[src/rtl/fts_pkg.sv]
package fts_pkg;

  typedef enum logic [2:0] {
    OP_IDLE      = 3'd0,
    OP_PROG      = 3'd1,
    OP_ERASE     = 3'd2,
    OP_SUSP      = 3'd3,
    OP_SUSP_PROG = 3'd4
  } op_mode_e;

  // Modes in which an embedded algorithm is actively running
  function automatic logic runs_active(input logic [2:0] m);
    return (m == OP_PROG) || (m == OP_ERASE) || (m == OP_SUSP_PROG);
  endfunction

  // Modes in which an erase sector selection is meaningful
  function automatic logic erase_context(input logic [2:0] m);
    return (m == OP_ERASE) || (m == OP_SUSP) || (m == OP_SUSP_PROG);
  endfunction

  function automatic logic mode_busy(input logic [2:0] m);
    return runs_active(m) || erase_context(m);
  endfunction

  // Status byte: bit 6 activity toggle, bit 2 sector toggle
  function automatic logic [7:0] status_byte(input logic b6, input logic b2);
    logic [7:0] s;
    s    = 8'h00;
    s[6] = b6;
    s[2] = b2;
    return s;
  endfunction

endpackage

[src/rtl/fts_guard_timer.sv]
module fts_guard_timer #(
  parameter int CYCLES = 250
) (
  input  logic clk,
  input  logic rst_n,
  input  logic start_i,
  output logic active_o
);
  localparam int CW = (CYCLES > 1) ? $clog2(CYCLES + 1) : 1;
  localparam logic [CW-1:0] LOAD = CW'(CYCLES);

  logic [CW-1:0] remain_q;

  always_ff @(posedge clk) begin
    if (!rst_n)                remain_q <= '0;
    else if (start_i)          remain_q <= LOAD;
    else if (remain_q != '0)   remain_q <= remain_q - 1'b1;
  end

  assign active_o = (remain_q != '0);

  a_r7_window_bound: assert property (@(posedge clk) disable iff (!rst_n)
    remain_q <= LOAD);
  a_r7_window_opens: assert property (@(posedge clk) disable iff (!rst_n)
    start_i |=> active_o);
  a_r7_no_spurious_open: assert property (@(posedge clk) disable iff (!rst_n)
    (!active_o && !start_i) |=> !active_o);
endmodule

[src/rtl/fts_sector_hit.sv]
module fts_sector_hit #(
  parameter int SECTORS = 8,
  localparam int SEC_W  = (SECTORS > 1) ? $clog2(SECTORS) : 1
) (
  input  logic [SECTORS-1:0] mask_i,
  input  logic [SEC_W-1:0]   sector_i,
  output logic               hit_o
);
  logic [SECTORS-1:0] match;

  for (genvar g = 0; g < SECTORS; g++) begin : g_sec
    assign match[g] = mask_i[g] && (sector_i == SEC_W'(g));
  end

  assign hit_o = |match;

  always_comb begin
    a_r3_single_match: assert ($onehot0(match));
  end
endmodule

[src/rtl/fts_toggle_flop.sv]
module fts_toggle_flop (
  input  logic clk,
  input  logic rst_n,
  input  logic clear_i,
  input  logic step_i,
  output logic q_o
);
  logic q;

  always_ff @(posedge clk) begin
    if (!rst_n)       q <= 1'b0;
    else if (clear_i) q <= 1'b0;
    else if (step_i)  q <= ~q;
  end

  assign q_o = q;

  a_r10_hold_without_step: assert property (@(posedge clk) disable iff (!rst_n)
    (!step_i && !clear_i) |=> $stable(q_o));
  a_r9_cleared: assert property (@(posedge clk) disable iff (!rst_n)
    clear_i |=> !q_o);
endmodule

[src/rtl/flash_toggle_status.sv]
module flash_toggle_status
  import fts_pkg::*;
#(
  parameter int DATA_W      = 32,
  parameter int SECTORS     = 8,
  parameter int PROT_CYCLES = 250,
  localparam int SEC_W      = (SECTORS > 1) ? $clog2(SECTORS) : 1
) (
  input  logic               clk,
  input  logic               rst_n,
  input  logic [2:0]         op_mode_i,
  input  logic [SECTORS-1:0] erase_mask_i,
  input  logic               prot_start_i,
  input  logic               rd_strobe_i,
  input  logic [SEC_W-1:0]   rd_sector_i,
  input  logic [DATA_W-1:0]  array_data_i,
  output logic [DATA_W-1:0]  rd_data_o,
  output logic               status_active_o
);
  localparam int STAT_W = (DATA_W < 8) ? DATA_W : 8;

  // Named internal events
  logic mode_idle;
  logic guard_start;
  logic guard_active;
  logic sector_hit;
  logic busy;
  logic step_b6;
  logic step_b2;
  logic bit6_q;
  logic bit2_q;
  logic [7:0] stat_byte;

  assign mode_idle   = !mode_busy(op_mode_i);
  assign guard_start = prot_start_i && mode_idle;

  fts_guard_timer #(.CYCLES(PROT_CYCLES)) u_guard (
    .clk      (clk),
    .rst_n    (rst_n),
    .start_i  (guard_start),
    .active_o (guard_active)
  );

  fts_sector_hit #(.SECTORS(SECTORS)) u_hit (
    .mask_i   (erase_mask_i),
    .sector_i (rd_sector_i),
    .hit_o    (sector_hit)
  );

  assign busy    = !mode_idle || guard_active;
  assign step_b6 = rd_strobe_i && (runs_active(op_mode_i) || guard_active);
  assign step_b2 = rd_strobe_i && erase_context(op_mode_i) && sector_hit;

  fts_toggle_flop u_b6 (
    .clk     (clk),
    .rst_n   (rst_n),
    .clear_i (!busy),
    .step_i  (step_b6),
    .q_o     (bit6_q)
  );

  fts_toggle_flop u_b2 (
    .clk     (clk),
    .rst_n   (rst_n),
    .clear_i (!busy),
    .step_i  (step_b2),
    .q_o     (bit2_q)
  );

  assign stat_byte = status_byte(bit6_q, bit2_q);

  always_comb begin
    rd_data_o = array_data_i;
    if (busy) begin
      rd_data_o = '0;
      rd_data_o[STAT_W-1:0] = stat_byte[STAT_W-1:0];
    end
  end

  assign status_active_o = busy;

  a_r2_b6_flips: assert property (@(posedge clk) disable iff (!rst_n)
    (rd_strobe_i && busy && (op_mode_i == OP_PROG || op_mode_i == OP_ERASE))
      |=> (bit6_q != $past(bit6_q)));
  a_r4_b6_frozen_in_suspend: assert property (@(posedge clk) disable iff (!rst_n)
    (op_mode_i == OP_SUSP && !guard_active) |=> $stable(bit6_q));
  a_r5_b2_miss_holds: assert property (@(posedge clk) disable iff (!rst_n)
    (busy && (!sector_hit || op_mode_i == OP_PROG)) |=> $stable(bit2_q));
  a_r8_busy_start_ignored: assert property (@(posedge clk) disable iff (!rst_n)
    (prot_start_i && !mode_idle && !guard_active) |=> !guard_active);
  a_r9_idle_passthrough: assert property (@(posedge clk) disable iff (!rst_n)
    !status_active_o |-> (rd_data_o == array_data_i));
endmodule

[config.mk]
export PLATFORM = sky130hd
export DESIGN_NAME = flash_toggle_status
export DESIGN_NICKNAME = d
export VERILOG_FILES = /design/src/rtl/fts_pkg.sv /design/src/rtl/fts_guard_timer.sv /design/src/rtl/fts_sector_hit.sv /design/src/rtl/fts_toggle_flop.sv /design/src/rtl/flash_toggle_status.sv
export SDC_FILE = /design/constraint.sdc
export NUM_CORES = 1
export LEC_CHECK = 0
export BUFFER_PORTS_ARGS = -buffer_cell sky130_fd_sc_hd__buf_2
export CAP_MARGIN = 20
export CORE_AREA = 2 2 54 56
export CTS_CLUSTER_DIAMETER = 100
export DETAILED_ROUTE_END_ITERATION = 6
export DIE_AREA = 0 0 56 58
export GPL_ROUTABILITY_DRIVEN = 0
export PLACE_DENSITY = 0.8
export SETUP_SLACK_MARGIN = 0.05
export SLEW_MARGIN = 10
export SYNTH_ARGS = -nofsm -noshare
export SYNTH_HDL_FRONTEND = slang
export SYNTH_SLANG_ARGS = --single-unit
[constraint.sdc]
create_clock -name clk -period 4.45 [get_ports clk]
set_input_delay 0.445 -clock clk [delete_from_list [all_inputs] [get_ports clk]]
set_output_delay 0.445 -clock clk [all_outputs]
set_load 0.005 [all_outputs]
==> results by group <==
Placement
  • Count of port buffers added during placement: 82
  • HPWL after DPL: 2.01 mm
  • Dpl cells: 214
  • Pre-CTS setup slack: 1.56 ns

Worst setup path
  • Reg2reg setup slack: 2.14 ns
  • Slowest cell on crit path: or4_1
  • CP cell instances: or4_1, or3_4, a21oi_4, inv_2, mux2_4, buf_2
  • Crit-path max FO: 31
  • CP max stage delay: 0.64 ns
  • Crit path DAT: 2.71 ns
  • R2R depth: 6
  • Worst Setup Path Type: flip-flop to primary output
  • Setup crit start kind: flip-flop
  • Worst Path Required: 4.01 ns
  • Critical path capture point type: primary output

Yosys
  • Synth Instances: 106
  • Synth top area share: 22.4%
  • Avg Synthesized Cell Area: 8.42 µm²
  • Synth Area in XOR/XNOR: 4.91%
  • Top cells by count, synth: and2_1 (30), dfxtp_1 (10), a21boi_0 (6)
  • Synth Area in Compound Gates: 15.4%
  • Seq/Total Area, Yosys: 22.4%
  • Post-Synth Adder-Cell Area: 1.40%
  • Synth async-reset ratio: 0%
  • Synthesized cell area: 892 µm²
  • Simple-gate portion of the synthesized area: 37.7%
  • Ys Warns: 0
  • Synth cell types: 37
  • Number of synthesized register bits: 10
  • Most common cell in the netlist: and2_1
  • Main synth FF type: dfxtp_1
  • Yosys top cell by area: dfxtp_1
  • Top cells by area, synth: dfxtp_1 (22%), and2_1 (21%), a21boi_0 (5.0%), mux2i_1 (4.5%), mux2_2 (3.8%)
  • EDFF count, synth: 0
  • Main combinational cell family by area after synthesis: simple AND/OR/NAND/NOR gates
  • Mapped Nets: 157
  • Proportion of synthesized area in mux cells: 14.2%

Routing
  • Drt wl/cell: 10.6 µm
  • Router iterations before antenna repair: 6
  • Final wirelength: 2.31 mm
  • Initial drt markers: 27
  • Post-route ant nets: 0
  • Routed vias/inst: 4.69
  • Drc violations: 0
  • Vias: 1,022

CTS
  • CTS tree: built
  • Total clock buffers created by CTS: 3
  • Post-CTS Setup Repair Bufs: 0
  • Clk buf depth: 2
  • CTS Hold Bufs: 0
  • Root Buffer: clkbuf_4
  • Clock Latency Late Sink: 0.26 ns
  • # H-tree levels: 1
  • Reg clk slew, reported paths: 0.06 ns
  • Post-CTS resize count: 0
  • Clock sink count: 10

GRT
  • GRT Residual Overflow: 0
  • Total routing usage reported by global routing: 13.2%
  • GRT busiest layer: met2
  • Met3 Use GR: 6.25%
  • Global-route met2 utilization: 28.4%
  • Pin count of the biggest net entering global routing: 32
  • First-pass GRT wire length: 3.51 mm
  • Vias in the first global route: 901
  • Initial antenna violation count: 0
  • Met1 Use GR: 11.0%

Hold path
  • Hold path depth: 2
  • Worst min path class: flip-flop to flip-flop

Layout
  • Share of post-route cells with drive strength above 1: 52.4%
  • Final Non-Filler Cells: 218
  • Final #Nets: 239
  • Finished Core Util: 50.8%
  • Diode count: 0
  • Area grow syn2layout: 51.8%

Power and ir drop
  • P_leak: 0.746 nW
  • Pwr Total: 516 µW
  • PwrDens: 382 nW/µm²
  • Max rail drop VDD: 0.000358 V

Timing
  • Fin crit share: 70.8%
  • Setup WS post-layout: 1.30 ns
  • Fin. max-slew vios: 0
  • F_max: 317 MHz
  • Max-slew headroom: 64.5%
  • Minimum clock period: 3.15 ns
  • Fin. Hold Viols: 0
  • Unrepaired setup endpoints after global routing: no
  • Layout Skew: 0.000349 ns
  • Worst Tran Pin Value: 0.531 ns
  • Final setup violating endpoints: 0
  • Setup TNS: 0 ns

Run status
  • Status: finished, final reports clean

Floorplan
  • Site Rows: 19
  • Initial Utilization: 33.5%
  • Die Wd: 56 µm
  • Die Y-Extent: 58 µm
  • I/O pin count: 83
  • Core area: 2660 µm²
  • Die area: 3250 µm²

Job
  • Max_cap viols: 0
-- cell type report --
type / count / area, µm²
inverter: 3 / 11.3
multi-input combinational: 88 / 657
clock buffer: 4 / 36.3
timing repair buffer: 82 / 410
sequential: 10 / 200
tap: 31 / 38.8
fill: 271 / 1310
-- per-layer routing --
metal	vias up	wire length [µm]
met4	0	0
met2	44	1250
met1	452	799
li1	526	-
met3	0	264
met5	-	0
-- cells in the final DEF, fill, tap and decap left out, drive strengths merged, types with 2 or more instances in the layout --
master  synthesis  routed
a21boi          6       6
and2           30      30
and3            2       2
buf             1      82
clkbuf          4       4
dfxtp          10      10
inv             3       3
mux2            5       5
mux2i           4       4
nand2b          2       2
nor2            4       4
nor2b           2       2
nor3            2       2
nor3b           2       2
nor4            2       2
o21ai           5       5
o31a            2       2
or3             2       2
xnor2           2       2
xor2            3       3
-- critical path, delay by kind of cell, from the launching register on --
family                 cells  cell delay (ns)
and+or+nand+nor            2             1.06
AOI/OAI and AO/OA          1             0.44
buffers and inverters      2             0.28
muxes                      1             0.32
DFF                        1             0.35
-- cell families after synthesis --
kind of cell,after synthesis
AO/OA/AOI/OAI,18
XOR/XNOR,5
adder cells (fa/ha/maj),1
buffers and inverters,8
flip-flops,10
multiplexers,10
AND/OR/NAND/NOR,54
-- power by group --
| part | internal, mW | switching, mW | total, mW |
|---|---|---|---|
| sequential | 0.122 | 0.0303 | 0.152 |
| combinational | 0.158 | 0.128 | 0.286 |
| clock | 0.0496 | 0.0289 | 0.0785 |
| total | 0.330 | 0.187 | 0.516 |
-- sequential cells by signal, summed over array words and instances (netlist names) --
| register | flops |
|---|---|
| u_guard.remain_q | 8 |
| u_b6.q_o | 1 |
| u_b2.q_o | 1 |
-- final timing paths --
path | startpoint | endpoint
setup / recovery | u_guard.remain_q[3] | rd_data_o[2]
hold / removal | u_b6.q_o | u_b6.q_o
setup reg to reg | u_guard.remain_q[3] | u_b6.q_o
hold reg to reg | u_b6.q_o | u_b6.q_o
-- stage by stage --
step                      area [µm²]  hold slack, ns
after global placement          1320           0.476
final                           1350           0.493
after detailed placement        1320           0.493
after CTS                       1350           0.501
after global routing            1350           0.521
after floorplan                  892           0.454
No activity file was read; power rests on OpenSTA's default activity.
